$ cat src/rtl/alc_pkg.sv
package alc_pkg;

    localparam int OFS_W    = 8;
    localparam int FINE_W   = 4;
    localparam int COARSE_W = OFS_W - FINE_W;
    localparam int EMA_SH   = 4;
    localparam int ACC_W    = OFS_W + EMA_SH;
    localparam int ARM_CNT  = 8;
    localparam int CNT_W    = $clog2(ARM_CNT + 1);
    localparam int FINE_MAX = (1 << FINE_W) - 1;
    localparam int HYST     = 1 << (FINE_W - 1);

    typedef logic [OFS_W-1:0]    ofs_t;
    typedef logic [COARSE_W-1:0] coarse_t;
    typedef logic [FINE_W-1:0]   fine_t;
    typedef logic [ACC_W-1:0]    acc_t;

    typedef struct packed {
        coarse_t coarse;
        fine_t   fine;
        logic    clamped;
    } dl_setting_t;

    // Exponential moving average step; accumulator holds avg scaled by 2^EMA_SH.
    function automatic acc_t ema_next(input acc_t acc, input ofs_t ofs, input logic seed);
        acc_t r;
        if (seed)
            r = {ofs, {EMA_SH{1'b0}}};
        else
            r = acc - (acc >> EMA_SH) + {{EMA_SH{1'b0}}, ofs};
        return r;
    endfunction

    function automatic ofs_t abs_diff(input ofs_t a, input ofs_t b);
        return (a >= b) ? (a - b) : (b - a);
    endfunction

    // Remainder left for the fine sections, clamped to their range.
    function automatic dl_setting_t split_fine(input ofs_t ofs, input coarse_t code);
        dl_setting_t s;
        logic signed [OFS_W:0] diff;
        diff = $signed({1'b0, ofs}) - $signed({1'b0, code, {FINE_W{1'b0}}});
        s.coarse = code;
        if (diff[OFS_W]) begin
            s.fine    = '0;
            s.clamped = 1'b1;
        end else if (diff > $signed((OFS_W+1)'(FINE_MAX))) begin
            s.fine    = fine_t'(FINE_MAX);
            s.clamped = 1'b1;
        end else begin
            s.fine    = diff[FINE_W-1:0];
            s.clamped = 1'b0;
        end
        return s;
    endfunction

endpackage

$ cat src/rtl/alc_ema_track.sv
module alc_ema_track
    import alc_pkg::*;
#(
    parameter int N_ARM = ARM_CNT
) (
    input  logic clk,
    input  logic rst,
    input  logic clear,
    input  logic sample_en,
    input  ofs_t ofs,
    output ofs_t avg_now,
    output logic arm_edge,
    output logic armed
);
    localparam int SW = $clog2(N_ARM + 1);

    acc_t          acc_q;
    acc_t          acc_nx;
    logic [SW-1:0] seen_q;

    assign acc_nx   = ema_next(acc_q, ofs, seen_q == '0);
    assign avg_now  = acc_nx[ACC_W-1:EMA_SH];
    assign armed    = (seen_q == SW'(N_ARM));
    assign arm_edge = sample_en && (seen_q == SW'(N_ARM - 1));

    always_ff @(posedge clk) begin
        if (rst || clear) begin
            acc_q  <= '0;
            seen_q <= '0;
        end else if (sample_en) begin
            acc_q <= acc_nx;
            if (!armed)
                seen_q <= seen_q + SW'(1);
        end
    end

    // the sample count saturates at the arming threshold
    a_r3_count_bounded: assert property (@(posedge clk) disable iff (rst)
        seen_q <= SW'(N_ARM));

    // loss of lock restarts the count
    a_r8_clear_restarts: assert property (@(posedge clk) disable iff (rst)
        clear |=> (seen_q == '0));

endmodule

$ cat src/rtl/alc_coarse_hyst.sv
module alc_coarse_hyst
    import alc_pkg::*;
(
    input  logic    clk,
    input  logic    rst,
    input  logic    clear,
    input  logic    sample_en,
    input  logic    arm_edge,
    input  logic    armed,
    input  ofs_t    avg_now,
    output coarse_t code_now,
    output coarse_t code_q
);
    ofs_t ref_q;
    logic moved;
    logic reload;

    assign moved    = abs_diff(avg_now, ref_q) > OFS_W'(HYST);
    assign reload   = sample_en && (arm_edge || (armed && moved));
    assign code_now = reload ? avg_now[OFS_W-1:FINE_W] : code_q;

    always_ff @(posedge clk) begin
        if (rst || clear) begin
            code_q <= '0;
            ref_q  <= '0;
        end else if (reload) begin
            code_q <= avg_now[OFS_W-1:FINE_W];
            ref_q  <= avg_now;
        end
    end

    // the coarse code moves only when a sample is taken
    a_r5_code_needs_sample: assert property (@(posedge clk) disable iff (rst)
        (!sample_en && !clear) |=> $stable(code_q));

endmodule

$ cat src/rtl/alc_fine_split.sv
module alc_fine_split
    import alc_pkg::*;
(
    input  ofs_t        ofs,
    input  coarse_t     code,
    output dl_setting_t setting
);
    assign setting = split_fine(ofs, code);

    // a clamped remainder sits on one end of the fine range
    always_comb begin
        a_r7_clamp_ends: assert (!setting.clamped || setting.fine == '0
                                 || setting.fine == fine_t'(FINE_MAX));
    end

endmodule

$ cat src/rtl/delay_align_ctrl.sv
module delay_align_ctrl
    import alc_pkg::*;
(
    input  logic                clk,
    input  logic                rst,
    input  logic                hdr_lock,
    input  logic                ofs_valid,
    input  logic [OFS_W-1:0]    ofs_bytes,
    input  logic                slot_strobe,
    output logic [COARSE_W-1:0] sel_coarse,
    output logic [FINE_W-1:0]   sel_fine,
    output logic                fine_clamped
);
    logic        sample_en;
    logic        clear;
    ofs_t        avg_now;
    logic        arm_edge;
    logic        armed;
    coarse_t     code_now;
    coarse_t     code_q;
    dl_setting_t split_w;
    dl_setting_t pend_q;
    dl_setting_t live_q;

    assign sample_en = ofs_valid && hdr_lock;
    assign clear     = !hdr_lock;

    alc_ema_track #(.N_ARM(ARM_CNT)) ema_i (
        .clk       (clk),
        .rst       (rst),
        .clear     (clear),
        .sample_en (sample_en),
        .ofs       (ofs_bytes),
        .avg_now   (avg_now),
        .arm_edge  (arm_edge),
        .armed     (armed)
    );

    alc_coarse_hyst coarse_i (
        .clk       (clk),
        .rst       (rst),
        .clear     (clear),
        .sample_en (sample_en),
        .arm_edge  (arm_edge),
        .armed     (armed),
        .avg_now   (avg_now),
        .code_now  (code_now),
        .code_q    (code_q)
    );

    alc_fine_split fine_i (
        .ofs     (ofs_bytes),
        .code    (code_now),
        .setting (split_w)
    );

    always_ff @(posedge clk) begin
        if (rst || clear)
            pend_q <= '0;
        else if (sample_en && (armed || arm_edge))
            pend_q <= split_w;
    end

    always_ff @(posedge clk) begin
        if (rst)
            live_q <= '0;
        else if (slot_strobe)
            live_q <= pend_q;
    end

    assign sel_coarse   = live_q.coarse;
    assign sel_fine     = live_q.fine;
    assign fine_clamped = live_q.clamped;

    // select bits hold between slot boundaries
    a_r2_hold_between_strobes: assert property (@(posedge clk) disable iff (rst)
        !slot_strobe |=> ($stable(sel_coarse) && $stable(sel_fine) && $stable(fine_clamped)));

    // nothing is pending before the block has armed
    a_r3_zero_until_armed: assert property (@(posedge clk) disable iff (rst)
        (!armed && !arm_edge) |=> (pend_q == '0));

    // pending coarse code agrees with the tracked code
    a_r5_pending_tracks_code: assert property (@(posedge clk) disable iff (rst)
        armed |-> (pend_q.coarse == code_q));

    // a strobe during a lasting loss of lock yields zero delay
    a_r8_unlock_zero: assert property (@(posedge clk) disable iff (rst)
        (slot_strobe && !hdr_lock && $past(!hdr_lock)) |=>
            (sel_coarse == '0 && sel_fine == '0 && !fine_clamped));

endmodule

$ cat config.mk
export PLATFORM = sky130hd
export DESIGN_NAME = delay_align_ctrl
export DESIGN_NICKNAME = d
export VERILOG_FILES = /design/src/rtl/alc_pkg.sv /design/src/rtl/alc_ema_track.sv /design/src/rtl/alc_coarse_hyst.sv /design/src/rtl/alc_fine_split.sv /design/src/rtl/delay_align_ctrl.sv
export SDC_FILE = /design/constraint.sdc
export NUM_CORES = 1
export LEC_CHECK = 0
export ABC_AREA = 1
export CAP_MARGIN = 20
export CORE_MARGIN = 3
export CORE_UTILIZATION = 61
export DETAILED_ROUTE_END_ITERATION = 10
export PLACE_DENSITY = 0.85
export SLEW_MARGIN = 20
export SYNTH_ARGS = -nofsm -noshare
export SYNTH_HDL_FRONTEND = slang
export SYNTH_HIERARCHICAL = 1
export SYNTH_SLANG_ARGS = --single-unit
$ cat constraint.sdc
create_clock -name clk -period 7.2 [get_ports clk]
set_input_delay 1.8 -clock clk [delete_from_list [all_inputs] [get_ports clk]]
set_output_delay 1.8 -clock clk [all_outputs]
set_load 0.005 [all_outputs]
Word level (Yosys, flattened, before mapping):

Cells that the tools add are included.

* reduce and logical (&&, ||, !) cells: 11
* add/subtract/negate cells: 6
* bitwise gates (word level): 1
* muxes and demuxes: 5
* magnitude comparators: 3
* equality and inequality tests: 2

Operator list (number)
* $sub 8x8->8: 2
* $add 12x8->12: 1
* $mux 12: 1
* $sub 12x8->12: 1
* $mux 5: 2
* $gt 9x5->1 const B: 1
* $sub 8x8->9: 1
* $ge 8x8->1: 1
* $gt 8x4->1 const B: 1
* $mux 8: 1
* $logic_and 1x1->1: 5
* $add 4x1->4 const B: 1
* $eq 4x3->1 const B: 1
* $eq 4x4->1 const B: 1
* $logic_not 4->1: 1
* $mux 4: 1
* $logic_or 1x1->1: 3
* $reduce_and 2->1: 1
* $logic_not 1->1: 1
* $not 1->1: 1

* bits in registers: 46
* word-level logic and storage cells: 38
* output and inout bits: 9

Depth between registers and ports, before layout:

* word-level depth: 14
* gate-level depth with buffers: 47

Modules after synthesis:

Netlist, hierarchy kept.

By module, submodules not included
* alc_ema_track: cells an instance 284, instances 1, area each 1794.2 um2, sequential area each 320.3 um2
* alc_coarse_hyst: cells an instance 232, instances 1, area each 1410.1 um2, sequential area each 240.2 um2
* delay_align_ctrl: cells an instance 93, instances 1, area each 730.7 um2, sequential area each 360.3 um2
* alc_fine_split: cells an instance 44, instances 1, area each 261.5 um2, sequential area each 0.0 um2

Least setup slack after synthesis:

OpenSTA, ideal clock, no wires.

* path type: input port to flip-flop
* start: in ofs_bytes[1]
* end: reg pend_q[1] in the netlist's numbering
* required time: 7.087 ns
* slack: 0.731 ns
* cell stages on the path: 36
* data arrival time: 6.357 ns
* buffers on the path: 1
* path through: inv_1 > fa_1 > fa_1 > inv_1 > nand3_1 > nand3_2 > xnor2_1 > o21ai_2 > buf_4 > inv_1 > ha_1 > fa_1 > inv_1 > nand3_1 > nand2_1 > nand2_1 > nand3_2 > nand3_1 > a21oi_1 > nand3_1 > nand2_2 > nand2_4 > nand3_1 > nand2_1 > ha_1 > inv_1 > fa_1 > inv_1 > nand2_1 > a21oi_2 > nand3_1 > nand2_2 > nand2_1 > nand3b_1 > nand2_1 > nor2_1

RTL lines
* from (decl): line delay_align_ctrl.sv:8 `input logic [OFS_W-1:0] ofs_bytes,`
* to (signal assigned): line delay_align_ctrl.sv:61 `pend_q <= split_w;`
* to (decl): line delay_align_ctrl.sv:22 `dl_setting_t pend_q;`

==> out/results.ini <==
[timing]
finalSetupViolCount = 0
fin_crit_sh_pct = 97.6
fmax_mhz = 142
hold_violations = 0
period_minus_slack_ns = 7.03
tightestPinTransition_ns = 0.812
skew_ns = 0.0131
relSlewSlack_pct = 45.6
holdWs_ns = 0.465
maxSlewViolCount = 0

[critical_path]
critical_path_buf_inv_count = 8
worst_path_most_repeated_cell = inv_1
cp-start-kind = primary input
cp.required_ns = 7.39
critPathCaptureType = flip-flop
crit_family = adder cells
cpPeakStageDelay_ns = 0.54
crit_type = primary input to flip-flop
cp_slowest_cell = fa_1
r2r_setup_slack_ns = 1.68
arrival_ns = 7.22
cp_max_fo = 8

[clock_network]
clockBufferDepth = 2
cts_hold_buf = 0
clk_latency_ns = 0.30
cts-root-buf = clkbuf_8
h-tree-depth = 2
cts_tree = yes
cts_sinks = 46
path_clk_slew_ns = 0.10
cts_inserted_buffers = 5

[die]
die_area_sq_mm = 0.00791
rows = 29
initial_utilization_pct = 64.6
fp.dieW_um = 88.9
io_pins = 22
coreArea_sq_mm = 0.00649
die_h_um = 88.9

[routing]
top_layer_used = met4
drtAntennaViolNets = 0
firstDrtPassIters = 5
via_per_inst = 5.30
route.met3.wl_um = 467
wl_met1_um = 4500
drt_wl_total_um = 11200
routedWlPerCell_um = 14.0
met2_length_um = 5880
drt_iter0_drc = 245
vias = 4226
post-route-drc-count = 0

[place]
placement.io_buffers = 21
dp_hpwl_um = 8480
placed_area_sq_mm = 0.00476
gp_congestion = 0.977

[power_and_ir_drop]
p_leak_nw = 2.56
peakVddDrop_uv = 156
pwr_density_cell_mw_per_mm2 = 144

[worst_hold_path]
min_path_type = flip-flop to flip-flop

[yosys]
ys_seq_area_share_pct = 21.9
ys_async_sr_fraction_pct = 0
avgSynthCellArea_sq_um = 6.43
synth_edf_count = 0
synthesis.nets = 710
synthFlopType = dfxtp_1
ys_types = 39
synth_warnings = 6
synth_common_cells = nand2_1, inv_1, nand3_1, dfxtp_1, a21oi_1
ys_ff_latch = 46
synth_area_leaders = dfxtp_1, nand2_1, inv_1, ha_1, nand3_1
syn_area_sq_mm = 0.00420
synth_cells = 653
synth.top_cell.area_share_pct = 21.9
synth.largest_area_cell = dfxtp_1
yosys.cell_count.top_type = nand2_1

[cells_and_area]
fin_util_pct = 80.5
drive_above_1_share_pct = 24.0
nets = 776
syn2layout_area_growth_pct = 24.5
finish.instance_area_sq_mm = 0.00523
n_antenna_cell = 0

[global_routing]
grt_pass1_vias = 4077
overflow = 0
grt_max_degree = 28
track_usage_pct = 27.7
grt_antenna_before_repair = 0
grt_first_pass_wirelength_um = 17300

[status]
status = finished, final reports clean

[run]
drv_cap = 0

-- metrics by stage --
stage,setup TNS (ns),setup slack (ns),total power [mW],cells
after detailed placement,-1.51,-0.369,0.538,783
after global routing,-0.694,-0.199,0.796,797
after floorplan,0,0.731,0.449,653
final,0,0.175,0.753,797
after global placement,-1.12,-0.272,0.532,783
after CTS,0,0.00721,0.703,792
-- layer usage --
metal  GRT usage, %  vias up
li1               -     2127
met1           31.3     1954
met2           51.8      112
met3           4.15       33
met4           10.7        0
met5              0        -
-- flip-flops by register name, summed over array words and instances, names as in the netlist --
register         count
coarse_i/code_q      4
coarse_i/ref_q       8
ema_i/acc_q         12
ema_i/seen_q         4
fine_clamped         1
pend_q               9
sel_coarse           4
sel_fine             4
-- cell families (layout without fill, tap and decap cells) --
kind of cell               count (synthesis)  count (layout)  share of synthesized area [%]
and+or+nand+nor                          337             337                           35.9
xor gates and xnor gates                   7               7                           1.46
buffers and inverters                    159             226                           16.8
AOI/OAI and AO/OA                         60              60                           8.86
adders and majority gates                 44              44                           15.1
DFF                                       46              46                           21.9
-- report_power, final --
| part | total [mW] | internal (mW) | switching [mW] |
|---|---|---|---|
| registers | 0.259 | 0.257 | 0.00216 |
| clock network | 0.163 | 0.0684 | 0.0943 |
| logic | 0.331 | 0.144 | 0.187 |
-- worst paths after layout --
path | to | cells past startpoint | start
setup / recovery | pend_q[1]$_SDFFE_PP0P_ | 36 | ofs_bytes[2]
setup reg to reg | pend_q[1]$_SDFFE_PP0P_ | 38 | ema_i/acc_q[0]$_SDFFE_PP0P_
hold reg to reg | sel_coarse[3]$_SDFFE_PP0P_ | 2 | sel_coarse[3]$_SDFFE_PP0P_
hold / removal | sel_coarse[3]$_SDFFE_PP0P_ | 2 | sel_coarse[3]$_SDFFE_PP0P_
-- area by class of cell --
cell class                      count  area [sq um]
Timing Repair Buffer               84           701
Multi-Input combinational cell    448          2900
Tap cell                           77          96.3
Clock inverter                      3          21.3
Sequential cell                    46           921
Clock buffer                        5          68.8
Fill cell                         426          1270
Inverter                          134           522
-- cell usage in the layout (no fill, tap or decap), types with 8 or more instances in the layout --
| cell type | n |
|---|---|
| nand2_1 | 184 |
| inv_1 | 120 |
| buf_4 | 62 |
| dfxtp_1 | 46 |
| nand3_1 | 43 |
| a21oi_1 | 38 |
| nor2_1 | 37 |
| nand2_2 | 27 |
| clkdlybuf4s50_1 | 19 |
| ha_1 | 18 |
| ha_4 | 14 |
| inv_2 | 12 |
| nand3b_1 | 8 |
-- what timing repair did --
item / in CTS / in global routing
cloned: 0 / 0
resized for setup: 7 / 61
setup buffers: 1 / 5
pin swaps: 4 / 19
setup endpoints to repair: 3 / 5
-- tightest hold or removal path, delay by kind of cell (launching register included) --
family,cells,cell delay (ns)
and+or+nand+nor,1,0.06
DFF,1,0.32
AOI/OAI and AO/OA,1,0.05
No activity file was read; power rests on OpenSTA's default activity.
